--- config.mk ---
export PLATFORM = sky130hd
export DESIGN_NAME = pgen_burst_top
export DESIGN_NICKNAME = d
export VERILOG_FILES = /design/src/rtl/pgen_pkg.sv /design/src/rtl/pgen_phase_ctr.sv /design/src/rtl/pgen_burst_ctr.sv /design/src/rtl/pgen_fsm.sv /design/src/rtl/pgen_burst_top.sv
export SDC_FILE = /design/constraint.sdc
export NUM_CORES = 1
export LEC_CHECK = 0
export ABC_AREA = 1
export ABC_CLOCK_PERIOD_IN_PS = 3600
export BUFFER_PORTS_ARGS = -buffer_cell sky130_fd_sc_hd__buf_2
export CORE_ASPECT_RATIO = 0.75
export CORE_MARGIN = 3
export CORE_UTILIZATION = 50
export DETAILED_ROUTE_END_ITERATION = 6
export GPL_TIMING_DRIVEN = 0
export PLACE_DENSITY = 0.74
export SYNTH_ARGS = -nofsm -noshare
export SYNTH_HDL_FRONTEND = slang
export SYNTH_SLANG_ARGS = --single-unit
--- constraint.sdc ---
create_clock -name clk -period 3.6 [get_ports clk]
set_clock_uncertainty 0.2 [all_clocks]
set_input_delay 0 -clock clk [delete_from_list [all_inputs] [get_ports clk]]
set_output_delay 0 -clock clk [all_outputs]
set_load 0.01 [all_outputs]
--- src/rtl/pgen_pkg.sv ---
package pgen_pkg;
    typedef enum logic [1:0] {
        ST_IDLE  = 2'd0,
        ST_BURST = 2'd1,
        ST_FREE  = 2'd2
    } pgen_state_e;
endpackage

--- src/rtl/pgen_phase_ctr.sv ---
module pgen_phase_ctr #(
    parameter int CNT_W = 32
) (
    input  logic             clk,
    input  logic             rst_n,
    input  logic             clr,
    input  logic             run,
    input  logic [CNT_W-1:0] period,
    output logic [CNT_W-1:0] tick,
    output logic             wrap
);
    localparam int EXT_W = CNT_W + 1;

    logic [EXT_W-1:0] tick_nxt;

    assign tick_nxt = {1'b0, tick} + EXT_W'(1);
    assign wrap     = (tick_nxt >= {1'b0, period});

    always_ff @(posedge clk) begin
        if (!rst_n) begin
            tick <= '0;
        end else if (clr) begin
            tick <= '0;
        end else if (run) begin
            tick <= wrap ? '0 : tick_nxt[CNT_W-1:0];
        end
    end
endmodule

--- src/rtl/pgen_burst_ctr.sv ---
module pgen_burst_ctr #(
    parameter int CNT_W = 32
) (
    input  logic             clk,
    input  logic             rst_n,
    input  logic             clr,
    input  logic             inc,
    input  logic [CNT_W-1:0] target,
    output logic             last
);
    localparam int EXT_W = CNT_W + 1;

    logic [CNT_W-1:0] periods_done;
    logic [EXT_W-1:0] periods_nxt;

    assign periods_nxt = {1'b0, periods_done} + EXT_W'(1);
    assign last        = (periods_nxt >= {1'b0, target});

    always_ff @(posedge clk) begin
        if (!rst_n) begin
            periods_done <= '0;
        end else if (clr) begin
            periods_done <= '0;
        end else if (inc) begin
            periods_done <= periods_nxt[CNT_W-1:0];
        end
    end
endmodule

--- src/rtl/pgen_fsm.sv ---
module pgen_fsm
    import pgen_pkg::*;
#(
    parameter int CNT_W = 32
) (
    input  logic             clk,
    input  logic             rst_n,
    input  logic             start,
    input  logic [CNT_W-1:0] cfg_period,
    input  logic [CNT_W-1:0] cfg_count,
    input  logic             wrap,
    input  logic             last,
    output pgen_state_e      state,
    output logic             phase_clr,
    output logic             phase_run,
    output logic             cnt_clr,
    output logic             cnt_inc,
    output logic             running,
    output logic             done
);
    localparam logic [CNT_W-1:0] CNT_ENDLESS = '1;

    pgen_state_e state_nxt;
    logic        disabled;
    logic        endless;

    assign disabled = (cfg_period == '0) || (cfg_count == '0);
    assign endless  = (cfg_count == CNT_ENDLESS);

    always_ff @(posedge clk) begin
        if (!rst_n) state <= ST_IDLE;
        else        state <= state_nxt;
    end

    always_comb begin
        state_nxt = state;
        unique case (state)
            ST_IDLE: begin
                if (disabled)     state_nxt = ST_IDLE;
                else if (endless) state_nxt = ST_FREE;
                else if (start)   state_nxt = ST_BURST;
            end
            ST_BURST: begin
                if (disabled)             state_nxt = ST_IDLE;
                else if (endless)         state_nxt = ST_FREE;
                else if (start)           state_nxt = ST_BURST;
                else if (wrap && last)    state_nxt = ST_IDLE;
            end
            ST_FREE: begin
                if (disabled || !endless) state_nxt = ST_IDLE;
            end
            default: state_nxt = ST_IDLE;
        endcase
    end

    always_comb begin
        phase_clr = 1'b0;
        phase_run = 1'b0;
        cnt_clr   = 1'b0;
        cnt_inc   = 1'b0;
        unique case (state)
            ST_IDLE: begin
                phase_clr = (state_nxt != ST_IDLE);
                cnt_clr   = (state_nxt != ST_IDLE);
            end
            ST_BURST: begin
                phase_clr = start && !disabled;
                cnt_clr   = start && !disabled;
                phase_run = 1'b1;
                cnt_inc   = wrap;
            end
            ST_FREE: begin
                phase_clr = start && !disabled;
                phase_run = 1'b1;
            end
            default: ;
        endcase
        running = (state != ST_IDLE);
        done    = (state == ST_IDLE);
    end
endmodule

--- src/rtl/pgen_burst_top.sv ---
module pgen_burst_top
    import pgen_pkg::*;
#(
    parameter int CNT_W = 32
) (
    input  logic             clk,
    input  logic             rst_n,
    input  logic [CNT_W-1:0] cfg_period,
    input  logic [CNT_W-1:0] cfg_low,
    input  logic [CNT_W-1:0] cfg_count,
    input  logic             start,
    output logic             pulse_out,
    output logic             done
);
    pgen_state_e      state;
    logic             phase_clr, phase_run, cnt_clr, cnt_inc;
    logic             running, wrap, last;
    logic [CNT_W-1:0] tick;

    pgen_fsm #(.CNT_W(CNT_W)) u_fsm (
        .clk(clk), .rst_n(rst_n), .start(start),
        .cfg_period(cfg_period), .cfg_count(cfg_count),
        .wrap(wrap), .last(last), .state(state),
        .phase_clr(phase_clr), .phase_run(phase_run),
        .cnt_clr(cnt_clr), .cnt_inc(cnt_inc),
        .running(running), .done(done)
    );

    pgen_phase_ctr #(.CNT_W(CNT_W)) u_phase (
        .clk(clk), .rst_n(rst_n), .clr(phase_clr), .run(phase_run),
        .period(cfg_period), .tick(tick), .wrap(wrap)
    );

    pgen_burst_ctr #(.CNT_W(CNT_W)) u_count (
        .clk(clk), .rst_n(rst_n), .clr(cnt_clr), .inc(cnt_inc),
        .target(cfg_count), .last(last)
    );

    assign pulse_out = running && (tick >= cfg_low);

    // Idle line stays low
    assert_idle_low_R3: assert property (@(posedge clk) disable iff (!rst_n)
        done |-> !pulse_out);

    // Zero count or zero period forces idle on the next cycle
    assert_disabled_R3: assert property (@(posedge clk) disable iff (!rst_n)
        (cfg_count == '0 || cfg_period == '0) |=> done);

    // All-ones count keeps the generator running
    assert_endless_R5: assert property (@(posedge clk) disable iff (!rst_n)
        (cfg_count == '1 && cfg_period != '0) |=> !done);

    // Accepted start resets the phase
    assert_start_clears_R6: assert property (@(posedge clk) disable iff (!rst_n)
        (start && cfg_period != '0 && cfg_count != '0) |=> (tick == '0 && !done));

    // Final period of a finite burst returns to idle
    assert_burst_end_R4: assert property (@(posedge clk) disable iff (!rst_n)
        (state == ST_BURST && wrap && last && !start && cfg_count != '1
         && cfg_count != '0 && cfg_period != '0) |=> done);
endmodule

# ---- Yosys cells after proc, flatten, opt, wreduce, memory -nomap -nowiden
# Cells that the tools add are included.
dict set report totals {
  out_inout_bits 2
  regBits 66
  in_bits 99
}
dict set report classes {
  n_bitwise 1
  magnitude_cmp 3
  n_mux 14
  n_reduce_logical 15
  eq_ne 3
  add_sub_neg 2
}
# op n
set ops {}
lappend ops {{adder 32 x 1 -> 33 bit, second input constant} 2}
lappend ops {{>= comparator 33 x 32 -> 1 bit} 2}
lappend ops {{logical NOT 32 bit} 2}
lappend ops {{== test 32 bit, second input constant} 1}
lappend ops {{>= comparator 32 bit} 1}
lappend ops {{2-to-1 mux 32 bit} 1}
lappend ops {{2-to-1 mux 2 bit} 8}
lappend ops {{one-hot mux 2 bit (3 select lines)} 1}
lappend ops {{OR reduction 2 bit} 3}
lappend ops {{one-hot mux 1 bit (2 select lines)} 2}
lappend ops {{nonzero test 2 bit} 2}
lappend ops {{logical AND 1 bit} 3}
lappend ops {{== test 2 x 1 -> 1 bit, second input constant} 1}
lappend ops {{== test 2 bit, second input constant} 1}
lappend ops {{logical NOT 1 bit} 2}
lappend ops {{logical NOT 2 bit} 1}
lappend ops {{logical OR 1 bit} 2}
lappend ops {{2-to-1 mux 1 bit} 2}
lappend ops {{inverter 1 bit} 1}

# ---- Depth between registers and ports, before layout
dict set report depth {
  ltp_word 11
  depth_mapped 32
}

# ---- By module
# Synthesis repeated with hierarchy kept, for this count alone.
dict set report unflattened {
  hier_cells 1271
  area_unflattened_um2 7681.1
}
# mod n_inst cells_per_inst area_per_inst_um2
set by_module_without_submodules {}
lappend by_module_without_submodules {pgen_phase_ctr 1 507 3150.5}
lappend by_module_without_submodules {pgen_burst_ctr 1 461 2927.8}
lappend by_module_without_submodules {pgen_burst_top 1 141 883.3}
lappend by_module_without_submodules {pgen_fsm 1 162 719.4}

# ---- Worst setup path after synthesis
# No wires, ideal clock.
dict set report synth_timing {
  kind {reg-to-reg}
  start {register u_count.periods_done[0]}
  end {register u_phase.tick[25]}
  path_slack_ns -0.034
  setup_time_ns 0.141
  synth_period_minus_slack_ns 3.634
  n_path_buf 1
  t_required_ns 3.259
  stages_incl_launch_ff 30
  t_arrival_ns 3.293
  cell_sequence {dfxtp_1 -> ha_1 -> nand2_1 -> nor2_2 -> nand2_2 -> nor2_4 -> nand2_1 -> nor3_1 -> nand2_1 -> nor2_1 -> xor2_1 -> inv_1 -> ha_1 -> nand2_1 -> nand2_1 -> nand2_1 -> nand2_1 -> a21oi_1 -> nand3_1 -> nor2_1 -> nand2_1 -> nand3_1 -> nand2_1 -> nand2_1 -> nand2_1 -> nand2_1 -> nand2_2 -> nand3_4 -> buf_6 -> a21oi_1}
}
dict set report synth_between {
  elab_chain_len 11
}
# item line_no
set synth_lines {}
lappend synth_lines {{start, declared} pgen_burst_ctr.sv:13} ;# logic [CNT_W-1:0] periods_done;
lappend synth_lines {{start signal, assigned} pgen_burst_ctr.sv:25} ;# periods_done <= periods_nxt[CNT_W-1:0];
lappend synth_lines {{adder 32 x 1 -> 33 bit} pgen_burst_ctr.sv:16} ;# assign periods_nxt = {1'b0, periods_done} + EXT_W'(1);
lappend synth_lines {{named net u_count.periods_nxt[30]} pgen_burst_ctr.sv:14} ;# logic [EXT_W-1:0] periods_nxt;
lappend synth_lines {{>= comparator 33 x 32 -> 1 bit} pgen_burst_ctr.sv:17} ;# assign last = (periods_nxt >= {1'b0, target});
lappend synth_lines {{logical AND 1 bit} pgen_fsm.sv:47} ;# else if (wrap && last) state_nxt = ST_IDLE;
lappend synth_lines {{2-to-1 mux 2 bit} pgen_fsm.sv:47}
lappend synth_lines {{2-to-1 mux 2 bit} pgen_fsm.sv:46} ;# else if (start) state_nxt = ST_BURST;
lappend synth_lines {{2-to-1 mux 2 bit} pgen_fsm.sv:45} ;# else if (endless) state_nxt = ST_FREE;
lappend synth_lines {{2-to-1 mux 2 bit} pgen_fsm.sv:44} ;# if (disabled) state_nxt = ST_IDLE;
lappend synth_lines {{one-hot mux 2 bit (3 select lines)} pgen_fsm.sv:37} ;# unique case (state)
lappend synth_lines {{nonzero test 2 bit} pgen_fsm.sv:63} ;# phase_clr = (state_nxt != ST_IDLE);
lappend synth_lines {{one-hot mux 1 bit (2 select lines)} pgen_fsm.sv:61} ;# unique case (state)
lappend synth_lines {{OR reduction 2 bit (no line)} --}
lappend synth_lines {{end signal, assigned} pgen_phase_ctr.sv:25} ;# tick <= wrap ? '0 : tick_nxt[CNT_W-1:0];
lappend synth_lines {{end, declared} pgen_phase_ctr.sv:9} ;# output logic [CNT_W-1:0] tick,
# The timed path passes the listed nets, and every way through them passes these cells.
# A chain may end at the register's enable or synchronous reset.

# ---- Worst setup path after layout
dict set report layout_timing {
  start {register u_phase.tick[10]}
  end {register u_count.periods_done[18]}
}
dict set report layout_between {
  elab_chain_len 11
  word_cells_on_any_way 12
  cone_classes {add/sub (1); order compare (1); mux (7); reduce/logical (3)}
}
# item line_no
set layout_lines {}
lappend layout_lines {{adder 32 x 1 -> 33 bit (*)} pgen_phase_ctr.sv:16} ;# assign tick_nxt = {1'b0, tick} + EXT_W'(1);
lappend layout_lines {{>= comparator 33 x 32 -> 1 bit (*)} pgen_phase_ctr.sv:17} ;# assign wrap = (tick_nxt >= {1'b0, period});
lappend layout_lines {{logical AND 1 bit} pgen_fsm.sv:47}
lappend layout_lines {{2-to-1 mux 2 bit} pgen_fsm.sv:47}
lappend layout_lines {{2-to-1 mux 2 bit} pgen_fsm.sv:46}
lappend layout_lines {{2-to-1 mux 2 bit} pgen_fsm.sv:45}
lappend layout_lines {{2-to-1 mux 2 bit} pgen_fsm.sv:44}
lappend layout_lines {{one-hot mux 2 bit (3 select lines)} pgen_fsm.sv:37}
lappend layout_lines {{nonzero test 2 bit} pgen_fsm.sv:64} ;# cnt_clr = (state_nxt != ST_IDLE);
lappend layout_lines {{one-hot mux 1 bit (2 select lines)} pgen_fsm.sv:61}
lappend layout_lines {{OR reduction 2 bit (no line)} --}
# Every way passes the cells marked *; elsewhere a longest branch is shown, timed or not.

==> reports/summary.log <==
[outcome] result of the run complete, but fails checks
[outcome] violated checks negative hold slack, negative setup slack
[global_routing] total congestion overflow 0
[timing] Hold Vio Cnt, Final 4
[global_routing] global-route wire length before repair 33000 um
[global_routing] GR peak layer met2
[global_routing] antenna violations before repair 1
[global_routing] GRT Util Overall 26.1%
[yosys] post-synthesis sequential area ratio 18.6%
[placed_design] Placed Area 7810 um2
[die] std cell rows 37
[global_routing] GR Util met1 37.2%
[worst_setup_path] critical path type reg -> reg
[routing] routed via count 7662
[run] max-cap check violation count 0
[timing] Max Clock Freq 0.245 GHz
[finish] Util after Layout 67.2%
[timing] slew margin rel. 45.9%
[finish] area of all placed cells without fillers 9260 um2
[finish] most common cell after layout, fill and taps aside nand2_1
[timing] final worst path period need 4.08 ns
[timing] unrepaired setup endpoints after global routing yes
[routing] wirelength, routed 21100 um
[clocking] Bufs on Longest Clock Path 2
[finish] FILL cells 1143
[timing] actual transition at the worst max-transition pin 0.811 ns
[placed_design] GPL Wtd Cong 0.921
[yosys] Mapped Nets 1280
[yosys] synthesized instance count 1079
[timing] worst slack on hold paths -0.0351 ns
[die] I/O pin count 101
[finish] count of antenna diodes in the layout 0
[worst_setup_path] CP arrival 4.15 ns
[clocking] root cell of the clock tree clkbuf_16
[die] die outline width 143 um
[finish] multi-input gate area in the final layout 5380 um2
[clocking] quantity of hold-fixing buffers added after cts 2
[hold_path] worst min-delay path class in -> reg
[die] overall die area 15700 um2
[yosys] top-area cell type share of the netlist area 18.6%
[yosys] average cell area after synthesis 6.57 um2
[yosys] warning count from the yosys run 0
[timing] number of pins exceeding their max-slew limit in the final report 0
[pwr] leakage power summed over all cells 4.62 nW
[global_routing] largest net degree at the start of global routing 12
[finish] Area Growth Syn to Fin 30.7%
[clocking] clock tree from TritonCTS built
[routing] count of routing violations after the opening detailed-route iteration 737
[yosys] synthesized cell area 7090 um2
[timing] final setup vio count 65
[worst_setup_path] maximum fanout along the worst path 10
[yosys] cell taking the most area after synthesis dfxtp_1
[clocking] clk_lat worst skew 0.34 ns
[worst_setup_path] Critical Path Sink Type flip-flop
[timing] portion of the clock cycle consumed by the worst path in the final layout 113%
[global_routing] met3 GRT Util 5.74%
[clocking] number of buffers inserted during clock tree synthesis 9
[yosys] Yosys cell types 39
[clocking] number of sinks handled by clock tree synthesis 66
[finish] commonest cells after routing, fill and taps aside nand2_1 (261), inv_1 (186), buf_2 (101)
[worst_setup_path] worst path required time 3.67 ns
[finish] fraction of final layout cells with drive strength greater than 1 28.2%
[routing] antenna viol nets, final 0
[yosys] flip-flop and latch count after synthesis 66
[placed_design] Port Buffers 100
[routing] post-DR vias/cell 5.34
[routing] final routed wire length divided by cell count 14.7 um
[die] initial core utilization 51.4%
[global_routing] via count of the first global-routing pass 7016
[placed_design] post-DP HPWL 15000 um
[clocking] # H-tree levels 3
[pwr] largest voltage drop on the vdd net 0.228 mV
[routing] DRC errors left 0
[global_routing] met2 Resource Use GR 39.8%
[routing] count of TritonRoute iterations in the first routing pass 5
[finish] area taken by flip-flops and latches 1360 um2
[die] die boundary height 109 um
[finish] final std cells w/o fill 1436
[pwr] PD cells 229 nW/um2
[worst_setup_path] Worst setup SP type flip-flop
[placed_design] Placed Instances 1354
[yosys] cell types with the largest area share after synthesis dfxtp_1 (19%), ha_1 (18%), nand2_1 (15%)
[clocking] post-CTS clock slew at the launch and capture registers of the worst setup and hold paths 0.06 ns
[timing] slack of the critical path -0.477 ns
[finish] net total in the final layout 1457
[die] Std-Cell Core Area 13800 um2
[registers in the layout, summed over array words and instances (netlist names)]
signal / flops
u_fsm.state: 2
u_count.periods_done: 32
u_phase.tick: 32
[timing repair]
item | in CTS | in global routing
setup endpoints to repair | 66 | 66
gates cloned | 1 | 0
setup buffers | 41 | 23
pin swaps | 15 | 44
gates resized for setup | 97 | 56
endpoints found under the hold margin | 13 | 4
[layer usage]
| metal | vias to the layer above | part of all wire [%] | routed length, um |
|---|---|---|---|
| li1 | 3847 | - | - |
| met1 | 3481 | 47 | 9880 |
| met2 | 282 | 44 | 9300 |
| met3 | 50 | 6.8 | 1450 |
| met4 | 2 | 2.2 | 464 |
| met5 | - | 0.062 | 13 |
[cell usage after synthesis (all sizes together)]
| master | n |
|---|---|
| a21oi | 101 |
| nand3 | 41 |
| inv | 193 |
| dfxtp | 66 |
| a211oi | 1 |
| a31oi | 1 |
| o22ai | 1 |
| o2111ai | 1 |
| or4 | 2 |
| nor2 | 108 |
| ha | 102 |
| nor4 | 5 |
| nand2 | 279 |
| o21ai | 10 |
| clkbuf | 12 |
| a22oi | 31 |
| o211ai | 2 |
| a21boi | 1 |
| clkinv | 1 |
| a21o | 3 |
| xnor2 | 18 |
| buf | 9 |
| o221ai | 1 |
| a31o | 1 |
| xor2 | 34 |
| nor3 | 22 |
| o21a | 1 |
| and3 | 1 |
| or2 | 1 |
| nand4 | 30 |
[logic make-up (layout without fill, tap and decap cells)]
logic type / Yosys count / after routing / synth area share [%]
flip-flops: 66 / 66 / 18.6
AND/OR/NAND/NOR: 489 / 489 / 29.4
AO/OA/AOI/OAI: 155 / 155 / 15.5
XOR/XNOR: 52 / 52 / 6.42
buffers and inverters: 215 / 397 / 12.1
adder cells (fa/ha/maj): 102 / 102 / 18.0
[through the flow]
stage	setup slack (ns)	power, mW	TNS (ns)
2_1_floorplan	0.0441	0.946	0
3_3_place_gp	-1.06	1.05	-62.13
3_5_place_dp	-1.13	1.06	-61.84
4_1_cts	-0.303	2.11	-14.44
5_1_grt	-0.687	2.20	-42.13
6_report	-0.477	2.12	-28.01
[critical path: stages, from the launching register on]
cell and delay, ns:
dfxtp_1 0.41, nand4_1 0.23, nor2_2 0.25, buf_4 0.15, nand4_1 0.24, nor3_2 0.26
xor2_2 0.14, ha_1 0.34, nand2_2 0.09, nor2_4 0.15, nand3_2 0.07, nor2_1 0.14
nand2_1 0.08, nor2_1 0.09, nand2_1 0.09, nand3_4 0.12, nand3_2 0.08, nand2_2 0.06
nand2_1 0.05, nand2_1 0.07, nand2_1 0.06, nand2_2 0.10, nand3_4 0.18, buf_8 0.22
a21oi_2 0.11
[worst paths after layout]
kind                                                           start                               endpoint  slack (ns)  depth (start not counted)
worst min register to register  u_count.periods_done[3]$_SDFFE_PP0P_   u_count.periods_done[3]$_SDFFE_PP0P_        0.29                          2
worst max register to register         u_phase.tick[10]$_SDFFE_PP0P_  u_count.periods_done[18]$_SDFFE_PP0P_       -0.48                         24
worst max-delay path                   u_phase.tick[10]$_SDFFE_PP0P_  u_count.periods_done[18]$_SDFFE_PP0P_       -0.48                         24
worst min-delay path                                           rst_n          u_phase.tick[15]$_SDFFE_PP0P_       -0.04                          4
[layout make-up]
type                    count  share of cell area, %
multi-input cells         798                   58.1
repair buffers            167                   11.4
clock inverters             4                  0.783
well taps                 175                   2.36
plain buffers              20                   1.88
flip-flops and latches     66                   14.7
clock buffers              12                   2.88
inverters                 194                   7.89
[power by group]
part | internal (mW) | total (mW) | switching [mW]
Sequential | 0.728 | 0.733 | 0.00462
Combinational | 0.156 | 0.373 | 0.217
Clock | 0.662 | 1.02 | 0.353
Power figures use the tool's default switching activity.
